--- src/rtl/arb_pkg.sv ---
package arb_pkg;
  typedef enum logic [1:0] {
    ST_IDLE,
    ST_GRANTING,
    ST_OWNED,
    ST_CLEARING
  } arbState_t;

  typedef struct packed {
    logic loadGrant;
    logic dropGrant;
    logic setClear;
    logic dropClear;
  } arbStrobe_t;
endpackage

--- src/rtl/arb_sync.sv ---
module arb_sync #(
  parameter int WIDTH  = 5,
  parameter int STAGES = 2
) (
  input  logic             clk,
  input  logic             rstN,
  input  logic [WIDTH-1:0] rawIn,
  output logic [WIDTH-1:0] syncOut
);
  logic [WIDTH-1:0] stage [STAGES];

  always_ff @(posedge clk or negedge rstN) begin
    if (!rstN) begin
      for (int i = 0; i < STAGES; i++) stage[i] <= '0;
    end else begin
      stage[0] <= rawIn;
      for (int i = 1; i < STAGES; i++) stage[i] <= stage[i-1];
    end
  end

  assign syncOut = stage[STAGES-1];
endmodule

--- src/rtl/arb_datapath.sv ---
module arb_datapath
  import arb_pkg::*;
#(
  parameter int NUM_LEVELS = 4,
  localparam int LVL_W = (NUM_LEVELS > 1) ? $clog2(NUM_LEVELS) : 1
) (
  input  logic                  clk,
  input  logic                  rstN,
  input  logic [NUM_LEVELS-1:0] reqS,
  input  arbStrobe_t            strobe,
  output logic                  anyReq,
  output logic                  higherPending,
  output logic                  ownerReq,
  output logic [NUM_LEVELS-1:0] grantN,
  output logic                  clearN
);
  logic [LVL_W-1:0]      winnerLvl;
  logic [LVL_W-1:0]      ownerLvl;
  logic [NUM_LEVELS-1:0] aboveOwner;
  logic [NUM_LEVELS-1:0] grantQ;
  logic                  clearQ;

  always_comb begin
    winnerLvl = '0;
    for (int i = 0; i < NUM_LEVELS; i++) begin
      if (reqS[i]) winnerLvl = LVL_W'(i);
    end
  end

  for (genvar g = 0; g < NUM_LEVELS; g++) begin : g_above
    assign aboveOwner[g] = (LVL_W'(g) > ownerLvl);
  end

  assign anyReq        = |reqS;
  assign higherPending = |(reqS & aboveOwner);
  assign ownerReq      = reqS[ownerLvl];

  always_ff @(posedge clk or negedge rstN) begin
    if (!rstN) begin
      ownerLvl <= '0;
      grantQ   <= '0;
      clearQ   <= 1'b0;
    end else begin
      if (strobe.loadGrant) begin
        ownerLvl <= winnerLvl;
        grantQ   <= NUM_LEVELS'(1) << winnerLvl;
      end else if (strobe.dropGrant) begin
        grantQ <= '0;
      end
      if (strobe.setClear)       clearQ <= 1'b1;
      else if (strobe.dropClear) clearQ <= 1'b0;
    end
  end

  assign grantN = ~grantQ;
  assign clearN = ~clearQ;
endmodule

--- src/rtl/arb_ctrl.sv ---
module arb_ctrl
  import arb_pkg::*;
(
  input  logic       clk,
  input  logic       rstN,
  input  logic       busyS,
  input  logic       anyReq,
  input  logic       higherPending,
  input  logic       ownerReq,
  output arbStrobe_t strobe
);
  arbState_t state, stateNext;

  always_comb begin
    stateNext = state;
    strobe    = '0;
    unique case (state)
      ST_IDLE: begin
        if (anyReq && !busyS) begin
          strobe.loadGrant = 1'b1;
          stateNext        = ST_GRANTING;
        end
      end
      ST_GRANTING: begin
        strobe.dropClear = 1'b1;
        if (busyS && !ownerReq) begin
          strobe.dropGrant = 1'b1;
          stateNext        = ST_OWNED;
        end
      end
      ST_OWNED: begin
        if (!busyS) begin
          stateNext = ST_IDLE;
        end else if (higherPending) begin
          strobe.setClear = 1'b1;
          stateNext       = ST_CLEARING;
        end
      end
      ST_CLEARING: begin
        if (!busyS) begin
          if (anyReq) begin
            strobe.loadGrant = 1'b1;
            stateNext        = ST_GRANTING;
          end else begin
            strobe.dropClear = 1'b1;
            stateNext        = ST_IDLE;
          end
        end
      end
      default: stateNext = ST_IDLE;
    endcase
  end

  always_ff @(posedge clk or negedge rstN) begin
    if (!rstN) state <= ST_IDLE;
    else       state <= stateNext;
  end
endmodule

--- src/rtl/prio_bus_arbiter.sv ---
module prio_bus_arbiter
  import arb_pkg::*;
#(
  parameter int NUM_LEVELS  = 4,
  parameter int SYNC_STAGES = 2
) (
  input  logic                  clk,
  input  logic                  rstN,
  input  logic [NUM_LEVELS-1:0] reqN,
  input  logic                  busyN,
  output logic [NUM_LEVELS-1:0] grantN,
  output logic                  clearN
);
  localparam int SYNC_W = NUM_LEVELS + 1;

  logic [SYNC_W-1:0]     syncVec;
  logic [NUM_LEVELS-1:0] reqSync;
  logic                  busySync;
  logic                  anyReq;
  logic                  higherPending;
  logic                  ownerReq;
  arbStrobe_t            strobe;

  arb_sync #(.WIDTH(SYNC_W), .STAGES(SYNC_STAGES)) sync_i (
    .clk(clk), .rstN(rstN),
    .rawIn({~busyN, ~reqN}),
    .syncOut(syncVec)
  );

  assign reqSync  = syncVec[NUM_LEVELS-1:0];
  assign busySync = syncVec[NUM_LEVELS];

  arb_ctrl ctrl_i (
    .clk(clk), .rstN(rstN),
    .busyS(busySync), .anyReq(anyReq),
    .higherPending(higherPending), .ownerReq(ownerReq),
    .strobe(strobe)
  );

  arb_datapath #(.NUM_LEVELS(NUM_LEVELS)) dp_i (
    .clk(clk), .rstN(rstN),
    .reqS(reqSync), .strobe(strobe),
    .anyReq(anyReq), .higherPending(higherPending), .ownerReq(ownerReq),
    .grantN(grantN), .clearN(clearN)
  );
endmodule

--- config.mk ---
export PLATFORM = sky130hd
export DESIGN_NAME = prio_bus_arbiter
export DESIGN_NICKNAME = d
export VERILOG_FILES = /design/src/rtl/arb_pkg.sv /design/src/rtl/arb_sync.sv /design/src/rtl/arb_datapath.sv /design/src/rtl/arb_ctrl.sv /design/src/rtl/prio_bus_arbiter.sv
export SDC_FILE = /design/constraint.sdc
export NUM_CORES = 1
export LEC_CHECK = 0
export ABC_AREA = 1
export BUFFER_PORTS_ARGS = -buffer_cell sky130_fd_sc_hd__buf_2
export CAP_MARGIN = 20
export CORE_MARGIN = 10
export CORE_UTILIZATION = 30
export CTS_BUF_LIST = sky130_fd_sc_hd__clkbuf_4 sky130_fd_sc_hd__clkbuf_8
export CTS_CLUSTER_DIAMETER = 40
export CTS_CLUSTER_SIZE = 20
export DETAILED_ROUTE_END_ITERATION = 7
export PLACE_DENSITY = 0.46
export SKIP_LAST_GASP = 1
export SLEW_MARGIN = 20
export SYNTH_ARGS = -nofsm -noshare
export SYNTH_HDL_FRONTEND = slang
export SYNTH_SLANG_ARGS = --single-unit
--- constraint.sdc ---
create_clock -name clk -period 1.89 [get_ports clk]
set_input_delay 0.0945 -clock clk [delete_from_list [all_inputs] [get_ports clk]]
set_output_delay 0.0945 -clock clk [all_outputs]
set_load 0.01 [all_outputs]
==> results of run 1 <==
-- worst max path at each step --
| stage | from | to | slack, ps | cells after the start |
|---|---|---|---|---|
| detailed placement | ctrl_i.state[0]$_DFFE_PN0P_ | dp_i.ownerLvl[1]$_DFFE_PN0P_ | 430 | 6 |
| global route | ctrl_i.state[1]$_DFFE_PN0P_ | dp_i.grantQ[2]$_DFFE_PN0P_ | 290 | 7 |
| finish | ctrl_i.state[0]$_DFFE_PN0P_ | dp_i.ownerLvl[1]$_DFFE_PN0P_ | 420 | 6 |
| global placement | ctrl_i.state[1]$_DFFE_PN0P_ | dp_i.grantQ[1]$_DFFE_PN0P_ | 460 | 7 |
| CTS | ctrl_i.state[0]$_DFFE_PN0P_ | dp_i.ownerLvl[1]$_DFFE_PN0P_ | 410 | 6 |
| floorplan | ctrl_i.state[0]$_DFFE_PN0P_ | dp_i.ownerLvl[1]$_DFFE_PN0P_ | 550 | 6 |
-- cell usage in the layout (no fill, tap or decap) --
| cell type | Yosys | layout |
|---|---|---|
| sky130_fd_sc_hd__a21oi_1 | 1 | 1 |
| sky130_fd_sc_hd__buf_2 | 0 | 11 |
| sky130_fd_sc_hd__clkbuf_4 | 0 | 4 |
| sky130_fd_sc_hd__dfrtp_1 | 19 | 19 |
| sky130_fd_sc_hd__dlygate4sd3_1 | 0 | 6 |
| sky130_fd_sc_hd__ha_1 | 5 | 5 |
| sky130_fd_sc_hd__inv_1 | 21 | 21 |
| sky130_fd_sc_hd__inv_2 | 2 | 2 |
| sky130_fd_sc_hd__nand2_1 | 24 | 24 |
| sky130_fd_sc_hd__nand2_2 | 3 | 3 |
| sky130_fd_sc_hd__nand2_4 | 1 | 1 |
| sky130_fd_sc_hd__nand3_1 | 14 | 14 |
| sky130_fd_sc_hd__nand3_4 | 1 | 1 |
| sky130_fd_sc_hd__nand4_1 | 2 | 2 |
| sky130_fd_sc_hd__nor2_1 | 4 | 4 |
| sky130_fd_sc_hd__nor2_2 | 1 | 1 |
| sky130_fd_sc_hd__nor2_4 | 1 | 1 |
| sky130_fd_sc_hd__nor3_1 | 1 | 1 |
| sky130_fd_sc_hd__o21ai_0 | 2 | 2 |
| sky130_fd_sc_hd__o21bai_1 | 2 | 2 |
| sky130_fd_sc_hd__o31ai_1 | 1 | 1 |
-- worst max-delay path, stage by stage (launching register included) --
cell and delay (ps):
sky130_fd_sc_hd__dfrtp_1 430, sky130_fd_sc_hd__inv_1 100, sky130_fd_sc_hd__ha_1 300, sky130_fd_sc_hd__nor2_1 180, sky130_fd_sc_hd__nand3_4 140, sky130_fd_sc_hd__nor2_1 140, sky130_fd_sc_hd__o21bai_1 120
-- metal layers --
layer  vias to the layer above  share of wire
li1                        362              -
met1                       308           0.48
met2                         9           0.45
met3                         4          0.033
met4                         0          0.029
met5                         -              0
-- cell families (layout without fill, tap and decap cells) --
family / Yosys count / count (layout)
AND/OR/NAND/NOR: 52 / 52
flip-flops: 19 / 19
buffers and inverters: 23 / 44
AO/OA/AOI/OAI: 6 / 6
adder cells (fa/ha/maj): 5 / 5
-- registers in the layout, summed over array words and instances, names as in the netlist --
signal	flops
ctrl_i.state	2
dp_i.clearQ	1
dp_i.grantQ	4
dp_i.ownerLvl	2
sync_i.stage	5
sync_i.syncOut	5
-- per-stage QoR --
stage	power (W)	setup slack, ps	cells
CTS	0.001388	408.5	159
detailed placement	0.001156	425.9	149
floorplan	0.0009963	550.5	105
global route	0.001504	290.9	159
finish	0.001359	422.4	159
global placement	0.001150	460.2	149
-- area by class of cell --
type | count | area share
multi-input cells | 63 | 0.3235
clock buffers | 4 | 0.02715
repair buffers | 17 | 0.1041
flip-flops and latches | 19 | 0.4299
inverters | 23 | 0.07805
well taps | 33 | 0.03733
-- power breakdown --
group	internal (W)	switching, W	leakage [nW]	total, W
combinational	0.000222	0.000341	0.345	0.000563
sequential	0.000505	0.0000774	0.232	0.000582
clock	0.0000965	0.000118	0.0184	0.000214
==> metrics.txt, run 1 <==
# TYPE chip_impl_metric gauge
chip_impl_metric{name="synth_fa_ha_area_frac",unit=""} 0.06803
chip_impl_metric{name="core_region_area",unit="µm²"} 3003
chip_impl_metric{name="drt_first_iter_violations",unit=""} 29
chip_impl_metric{name="crit_arrival",unit="ps"} 1690
chip_impl_metric{name="cts_inserted_buffers",unit=""} 3
chip_impl_metric{name="endpoint_required_time_on_the_critical_path",unit="ps"} 2110
chip_impl_metric{name="layout_worst_path_cycle_share",unit=""} 0.7765
chip_impl_metric{name="cts.repair.resized",unit=""} 0
chip_impl_info{name="crit-reg2reg-launch",value="ctrl_i.state[0]$_DFFE_PN0P_"} 1
chip_impl_metric{name="num-fill-cells",unit=""} 325
chip_impl_metric{name="clock-skew-final",unit="ps"} 2.404
chip_impl_metric{name="synth_seq_area_share",unit=""} 0.5170
chip_impl_metric{name="final_area",unit="µm²"} 1106
chip_impl_metric{name="antenna_found_initial",unit=""} 0
chip_impl_metric{name="grt.total_usage",unit=""} 0.06893
chip_impl_info{name="hold_path.class",value="input pin to asynchronous set/reset pin"} 1
chip_impl_metric{name="report.final.setup_viol",unit=""} 0
chip_impl_metric{name="initial_core_util",unit=""} 0.3062
chip_impl_metric{name="layout-area-overhead-vs-synth",unit="%"} 20.27
chip_impl_metric{name="detail_route.wl_per_cell",unit="µm"} 10.44
chip_impl_metric{name="post_synth_xor_area_fraction",unit=""} 0
chip_impl_metric{name="final_core_util",unit=""} 0.3683
chip_impl_metric{name="timing.slew.headroom",unit=""} 0.7205
chip_impl_metric{name="worst-r2r-setup-slack",unit="ps"} 420
chip_impl_metric{name="count_of_flip_flops_with_a_built_in_enable_after_synthesis",unit=""} 0
chip_impl_metric{name="post_synth_mux_area_share",unit=""} 0
chip_impl_metric{name="cts.path.max_buffers",unit=""} 2
chip_impl_metric{name="post_drt_via_cell_ratio",unit=""} 4.296
chip_impl_metric{name="insertion_delay",unit="ps"} 290
chip_impl_metric{name="synthCells",unit=""} 105
chip_impl_metric{name="postCtsSetupBuffers",unit=""} 0
chip_impl_metric{name="leakage_component_of_the_power",unit="nW"} 0.5956
chip_impl_info{name="critical_path_class",value="register to register"} 1
chip_impl_metric{name="total_neg_setup_slack",unit="ps"} 0
chip_impl_info{name="synth.top_cells.by_count",value="sky130_fd_sc_hd__nand2_1 (24), sky130_fd_sc_hd__inv_1 (21), sky130_fd_sc_hd__dfrtp_1 (19)"} 1
chip_impl_metric{name="drv_cap",unit=""} 0
chip_impl_metric{name="worst_pin_slew",unit="ps"} 419.2
chip_impl_metric{name="rows",unit=""} 20
chip_impl_metric{name="final_ant_viol_nets",unit=""} 0
chip_impl_metric{name="nets",unit=""} 139
chip_impl_metric{name="power_per_cell_area",unit="nW/µm²"} 1229
chip_impl_info{name="status",value="completed"} 1
chip_impl_metric{name="timing_max_transition_violations_final",unit=""} 0
chip_impl_metric{name="crit_path_max_fanout",unit=""} 8
chip_impl_metric{name="last_weighted_congestion_value_of_the_routability_driven_placer",unit=""} 0.7597
chip_impl_metric{name="route.final.wire_length",unit="mm"} 1.660
chip_impl_metric{name="hold_violations",unit=""} 0
chip_impl_info{name="busiest_layer",value="met2"} 1
chip_impl_metric{name="drtPass1Iterations",unit=""} 4
chip_impl_info{name="ys.flop_type",value="sky130_fd_sc_hd__dfrtp_1"} 1
chip_impl_metric{name="max_freq",unit="MHz"} 681.4
chip_impl_metric{name="cts.htree.levels",unit=""} 1
chip_impl_info{name="setup_repair_after_global_routing_missed_its_margin",value="false"} 1
chip_impl_metric{name="drive_above_1_share",unit=""} 0.1905
chip_impl_metric{name="dpl_cell_area",unit="µm²"} 1016
chip_impl_info{name="worst_setup_path_start_kind",value="register"} 1
chip_impl_metric{name="synth_compound_gate_area_share",unit=""} 0.04082
chip_impl_metric{name="grtUsageMet1",unit=""} 0.07757
chip_impl_metric{name="number_of_sinks_driven_by_the_clock_tree",unit=""} 19
chip_impl_metric{name="grt_util_met3",unit=""} 0.02214
chip_impl_metric{name="port-buffer-count",unit=""} 11
chip_impl_metric{name="gr-total-overflow",unit=""} 0
chip_impl_metric{name="post_cts_hold_buffer_count",unit=""} 6
chip_impl_info{name="critical_path.reg2reg.endpoint",value="dp_i.ownerLvl[1]$_DFFE_PN0P_"} 1
chip_impl_info{name="yosysMostFrequentCell",value="sky130_fd_sc_hd__nand2_1"} 1
chip_impl_metric{name="synth.top_cell.area_share",unit=""} 0.5170
chip_impl_info{name="combinational_family_with_the_most_area_after_synthesis",value="simple AND/OR/NAND/NOR gates"} 1
chip_impl_info{name="crit_path_capture_type",value="register"} 1
chip_impl_metric{name="worst_setup_hold_path_clk_slew",unit="ps"} 100
chip_impl_metric{name="syn-mean-instance-area",unit="µm²"} 8.758
chip_impl_info{name="synth_top_area_cell",value="sky130_fd_sc_hd__dfrtp_1"} 1
chip_impl_metric{name="synth_simple_gate_area_frac",unit=""} 0.2803
chip_impl_metric{name="register_area",unit="µm²"} 475.5
chip_impl_metric{name="netlist-cell-type-count",unit=""} 18
chip_impl_metric{name="netlist_area",unit="µm²"} 919.6
chip_impl_metric{name="io-pin-count",unit=""} 12
chip_impl_metric{name="total_of_warnings_raised_by_yosys",unit=""} 0
chip_impl_metric{name="worstRegToRegCells",unit=""} 6
chip_impl_metric{name="post_synthesis_net_count",unit=""} 117
chip_impl_info{name="cts-root-buf",value="sky130_fd_sc_hd__clkbuf_4"} 1
chip_impl_metric{name="vdd.ir_drop.worst",unit="µV"} 420.6
chip_impl_metric{name="layout_min_cycle_time",unit="ps"} 1468
chip_impl_metric{name="synth-seq-cells",unit=""} 19
chip_impl_metric{name="hpwlAfterDp",unit="mm"} 1.274
chip_impl_metric{name="num_antenna_cells",unit=""} 0
chip_impl_metric{name="vias",unit=""} 683
chip_impl_metric{name="multiInputGateArea",unit="µm²"} 357.8
chip_impl_info{name="cts_tree",value="done"} 1
chip_impl_metric{name="grt_start_max_net_pins",unit=""} 20
chip_impl_metric{name="hold_ws",unit="ps"} 255.7
chip_impl_metric{name="die_area",unit="µm²"} 5680
chip_impl_metric{name="first_global_vias",unit=""} 702
chip_impl_metric{name="route.detailed.drc",unit=""} 0
chip_impl_metric{name="grt_first_pass_wirelength",unit="mm"} 2.973
chip_impl_metric{name="grt_use_met2",unit=""} 0.1076
chip_impl_metric{name="fp.dieW",unit="µm"} 75.37
chip_impl_metric{name="async_reset_ff_frac",unit=""} 1.000
chip_impl_metric{name="dieHeight",unit="µm"} 75.37
chip_impl_info{name="yosys-top-cells-area",value="sky130_fd_sc_hd__dfrtp_1 (52%), sky130_fd_sc_hd__nand2_1 (9.8%), sky130_fd_sc_hd__inv_1 (8.6%)"} 1
Power figures use the tool's default switching activity.
==> inputs of run 2 (changes only) <==
PLACE_DENSITY = 0.48   (was 0.46)
clock period = 1.3 ns   (was 1.89 ns; I/O delays follow)
==> run 2 against run 1 <==
Effect of this change: the flow now finishes with violations (setup timing); first-iteration DRC count increased by 48%; via count increased by 5.7%; worst setup slack got worse by 460 ps; critical path depth increased by 1; critical path type unchanged; clock power increased by 49%; non-clock buffer count increased by 9; count of clock-buffer cells in the layout decreased by 1; largest cell class unchanged.
==> metrics.txt, run 2 (synthesized netlist as in run 1, its figures left out) <==
# TYPE chip_impl_metric gauge
chip_impl_info{name="status",value="finished, violations left"} 1
chip_impl_info{name="failed_checks",value="setup timing"} 1
chip_impl_metric{name="leakage_component_of_the_power",unit="nW"} 0.6302
chip_impl_metric{name="power_per_cell_area",unit="nW/µm²"} 1948
chip_impl_metric{name="report.final.setup_viol",unit=""} 5
chip_impl_info{name="setup_repair_after_global_routing_missed_its_margin",value="true"} 1
chip_impl_metric{name="first_global_vias",unit=""} 738
chip_impl_info{name="critical_path_class",value="register to register"} 1
chip_impl_metric{name="core_region_area",unit="µm²"} 3003
chip_impl_info{name="mostFrequentLayoutCell",value="sky130_fd_sc_hd__nand2_1"} 1
chip_impl_metric{name="hold_violations",unit=""} 0
chip_impl_metric{name="layout_min_cycle_time",unit="ps"} 1335
chip_impl_metric{name="worst_pin_slew",unit="ps"} 427.7
chip_impl_metric{name="vdd.ir_drop.worst",unit="µV"} 729.9
chip_impl_metric{name="hpwlAfterDp",unit="mm"} 1.259
chip_impl_metric{name="gr-total-overflow",unit=""} 0
chip_impl_metric{name="rows",unit=""} 20
chip_impl_metric{name="endpoint_required_time_on_the_critical_path",unit="ps"} 1540
chip_impl_metric{name="fp.dieW",unit="µm"} 75.37
chip_impl_metric{name="num_antenna_cells",unit=""} 0
chip_impl_metric{name="grt.total_usage",unit=""} 0.07398
chip_impl_info{name="worst_path_max_delay_cell",value="sky130_fd_sc_hd__dfrtp_2"} 1
chip_impl_metric{name="last_weighted_congestion_value_of_the_routability_driven_placer",unit=""} 0.8184
chip_impl_metric{name="layout-area-overhead-vs-synth",unit="%"} 36.46
chip_impl_metric{name="drive_above_1_share",unit=""} 0.3481
chip_impl_metric{name="initial_core_util",unit=""} 0.3062
chip_impl_metric{name="hold_ws",unit="ps"} 211.1
chip_impl_info{name="cts_tree",value="done"} 1
chip_impl_metric{name="worst_path_setup_slack_after_routing",unit="ps"} -34.86
chip_impl_metric{name="detail_route.wl_per_cell",unit="µm"} 10.88
chip_impl_info{name="crit_path_cell_trace",value="inv_4 -> ha_4 -> nor2_4 -> nor2_4 -> nand3_4 -> nor2_4 -> o21bai_1"} 1
chip_impl_metric{name="die_area",unit="µm²"} 5680
chip_impl_metric{name="clock-skew-final",unit="ps"} 2.405
chip_impl_metric{name="max_stage_delay",unit="ps"} 480
chip_impl_info{name="crit_path_capture_type",value="register"} 1
chip_impl_metric{name="port-buffer-count",unit=""} 11
chip_impl_metric{name="cts.path.max_buffers",unit=""} 2
chip_impl_metric{name="layout.cells.non_filler",unit=""} 168
chip_impl_metric{name="nets",unit=""} 148
chip_impl_metric{name="drt_first_iter_violations",unit=""} 43
chip_impl_metric{name="drtPass1Iterations",unit=""} 4
chip_impl_metric{name="timing.slew.headroom",unit=""} 0.7149
chip_impl_metric{name="antenna_found_initial",unit=""} 0
chip_impl_info{name="timing.critical_path.mode_cell",value="sky130_fd_sc_hd__nor2_4"} 1
chip_impl_metric{name="pre_cts_slack",unit="ps"} -84.42
chip_impl_metric{name="post_drt_via_cell_ratio",unit=""} 4.298
chip_impl_metric{name="layout_worst_path_cycle_share",unit=""} 1.027
chip_impl_metric{name="route.detailed.drc",unit=""} 0
chip_impl_metric{name="grt_start_max_net_pins",unit=""} 20
chip_impl_metric{name="worst_setup_hold_path_clk_slew",unit="ps"} 120
chip_impl_metric{name="number_of_sinks_driven_by_the_clock_tree",unit=""} 19
chip_impl_metric{name="cts_inserted_buffers",unit=""} 3
chip_impl_metric{name="crit_arrival",unit="ps"} 1570
chip_impl_metric{name="insertion_delay",unit="ps"} 300
chip_impl_metric{name="max_freq",unit="MHz"} 749.1
chip_impl_metric{name="crit_path_max_fanout",unit=""} 8
chip_impl_metric{name="vias",unit=""} 722
chip_impl_info{name="hold_path.class",value="input pin to asynchronous set/reset pin"} 1
chip_impl_metric{name="io-pin-count",unit=""} 12
chip_impl_metric{name="route.final.wire_length",unit="mm"} 1.828
chip_impl_metric{name="drv_cap",unit=""} 0
chip_impl_metric{name="placedCellCount",unit=""} 153
chip_impl_metric{name="cts.htree.levels",unit=""} 1
chip_impl_metric{name="grt_first_pass_wirelength",unit="mm"} 3.236
chip_impl_info{name="layout_common_cells",value="sky130_fd_sc_hd__nand2_1 (22), sky130_fd_sc_hd__inv_1 (18), sky130_fd_sc_hd__dfrtp_1 (17), sky130_fd_sc_hd__nand3_1 (14), sky130_fd_sc_hd__buf_2 (11)"} 1
chip_impl_metric{name="final_ant_viol_nets",unit=""} 0
chip_impl_info{name="cts-root-buf",value="sky130_fd_sc_hd__clkbuf_4"} 1
chip_impl_metric{name="timing_max_transition_violations_final",unit=""} 0
chip_impl_metric{name="dieHeight",unit="µm"} 75.37
chip_impl_info{name="worst_setup_path_start_kind",value="register"} 1
[run 2: cell types whose count changed in the layout (fill, tap and decap cells not counted), moves of 2 or more]
cell / before / now
sky130_fd_sc_hd__buf_4: 0 / 8
sky130_fd_sc_hd__dfrtp_1: 19 / 17
sky130_fd_sc_hd__dfrtp_2: 0 / 2
sky130_fd_sc_hd__ha_1: 5 / 1
sky130_fd_sc_hd__ha_4: 0 / 3
sky130_fd_sc_hd__inv_1: 21 / 18
sky130_fd_sc_hd__inv_4: 0 / 3
sky130_fd_sc_hd__nand2_1: 24 / 22
sky130_fd_sc_hd__nand2_2: 3 / 5
sky130_fd_sc_hd__nor2_1: 4 / 1
sky130_fd_sc_hd__nor2_4: 1 / 4
[run 2: final timing paths]
kind | slack [ps] | to | depth (start not counted) | startpoint
worst min-delay path | 210 | sync_i.stage[8]$_DFF_PN0_ | 2 | rstN
worst max-delay path | -30 | dp_i.ownerLvl[1]$_DFFE_PN0P_ | 7 | ctrl_i.state[1]$_DFFE_PN0P_
min in group clk | 360 | sync_i.syncOut[0]$_DFF_PN0_ | 0 | sync_i.stage[5]$_DFF_PN0_
worst min register to register | 360 | sync_i.syncOut[0]$_DFF_PN0_ | 0 | sync_i.stage[5]$_DFF_PN0_
worst max register to register | -30 | dp_i.ownerLvl[1]$_DFFE_PN0P_ | 7 | ctrl_i.state[1]$_DFFE_PN0P_
max in group asynchronous | 770 | ctrl_i.state[1]$_DFFE_PN0P_ | 2 | rstN
[run 2: where the power goes]
group	switching [W]	total [W]	internal, W
logic	0.000656	0.00125	0.000596
clock network	0.000202	0.000319	0.000117
registers	0.000135	0.000874	0.000739
total	0.000992	0.00244	0.00145
[run 2: worst max-delay path, delay by kind of cell (launching register included)]
family,cells,cell delay [ps]
buf+inv,1,100
flops,1,480
compound gates,1,110
fa+ha+maj,1,150
simple gates,4,430
[run 2: timing repair]
item                                    in CTS  in global routing
pin swaps                                    5                  8
hold buffers                                 6                  0
setup buffers                                4                  1
resized for setup                           11                 12
hold endpoints to repair                    24                  0
endpoints found under the setup margin       8                  9
[run 2: metrics by stage]
stage	TNS [ps]	utilization	instance area (µm²)	total power [W]
global route	-677.2	0.4179	1255	0.002679
global placement	-131.2	0.3492	1049	0.001774
floorplan	0	-	922.1	0.001465
CTS	-20.71	0.4017	1206	0.002315
detailed placement	-321.2	0.3492	1049	0.001776
finish	-114.4	0.4179	1255	0.002445
[run 2: metal layers]
| layer | part of all wire | track usage | vias up |
|---|---|---|---|
| met5 | 0 | 0 | - |
| met4 | 0.019 | 0.03093 | 0 |
| met3 | 0.063 | 0.02734 | 4 |
| met2 | 0.46 | 0.1114 | 17 |
| met1 | 0.45 | 0.09272 | 317 |
| li1 | - | - | 384 |
[run 2: layout make-up]
cell class,instances,area (µm²)
clock inverters,1,7.507
repair buffers,26,186.4
clock buffers,3,22.52
inverters,23,93.84
flip-flops and latches,19,478.0
fillers,285,1748
well taps,33,41.29
multi-input cells,63,425.4
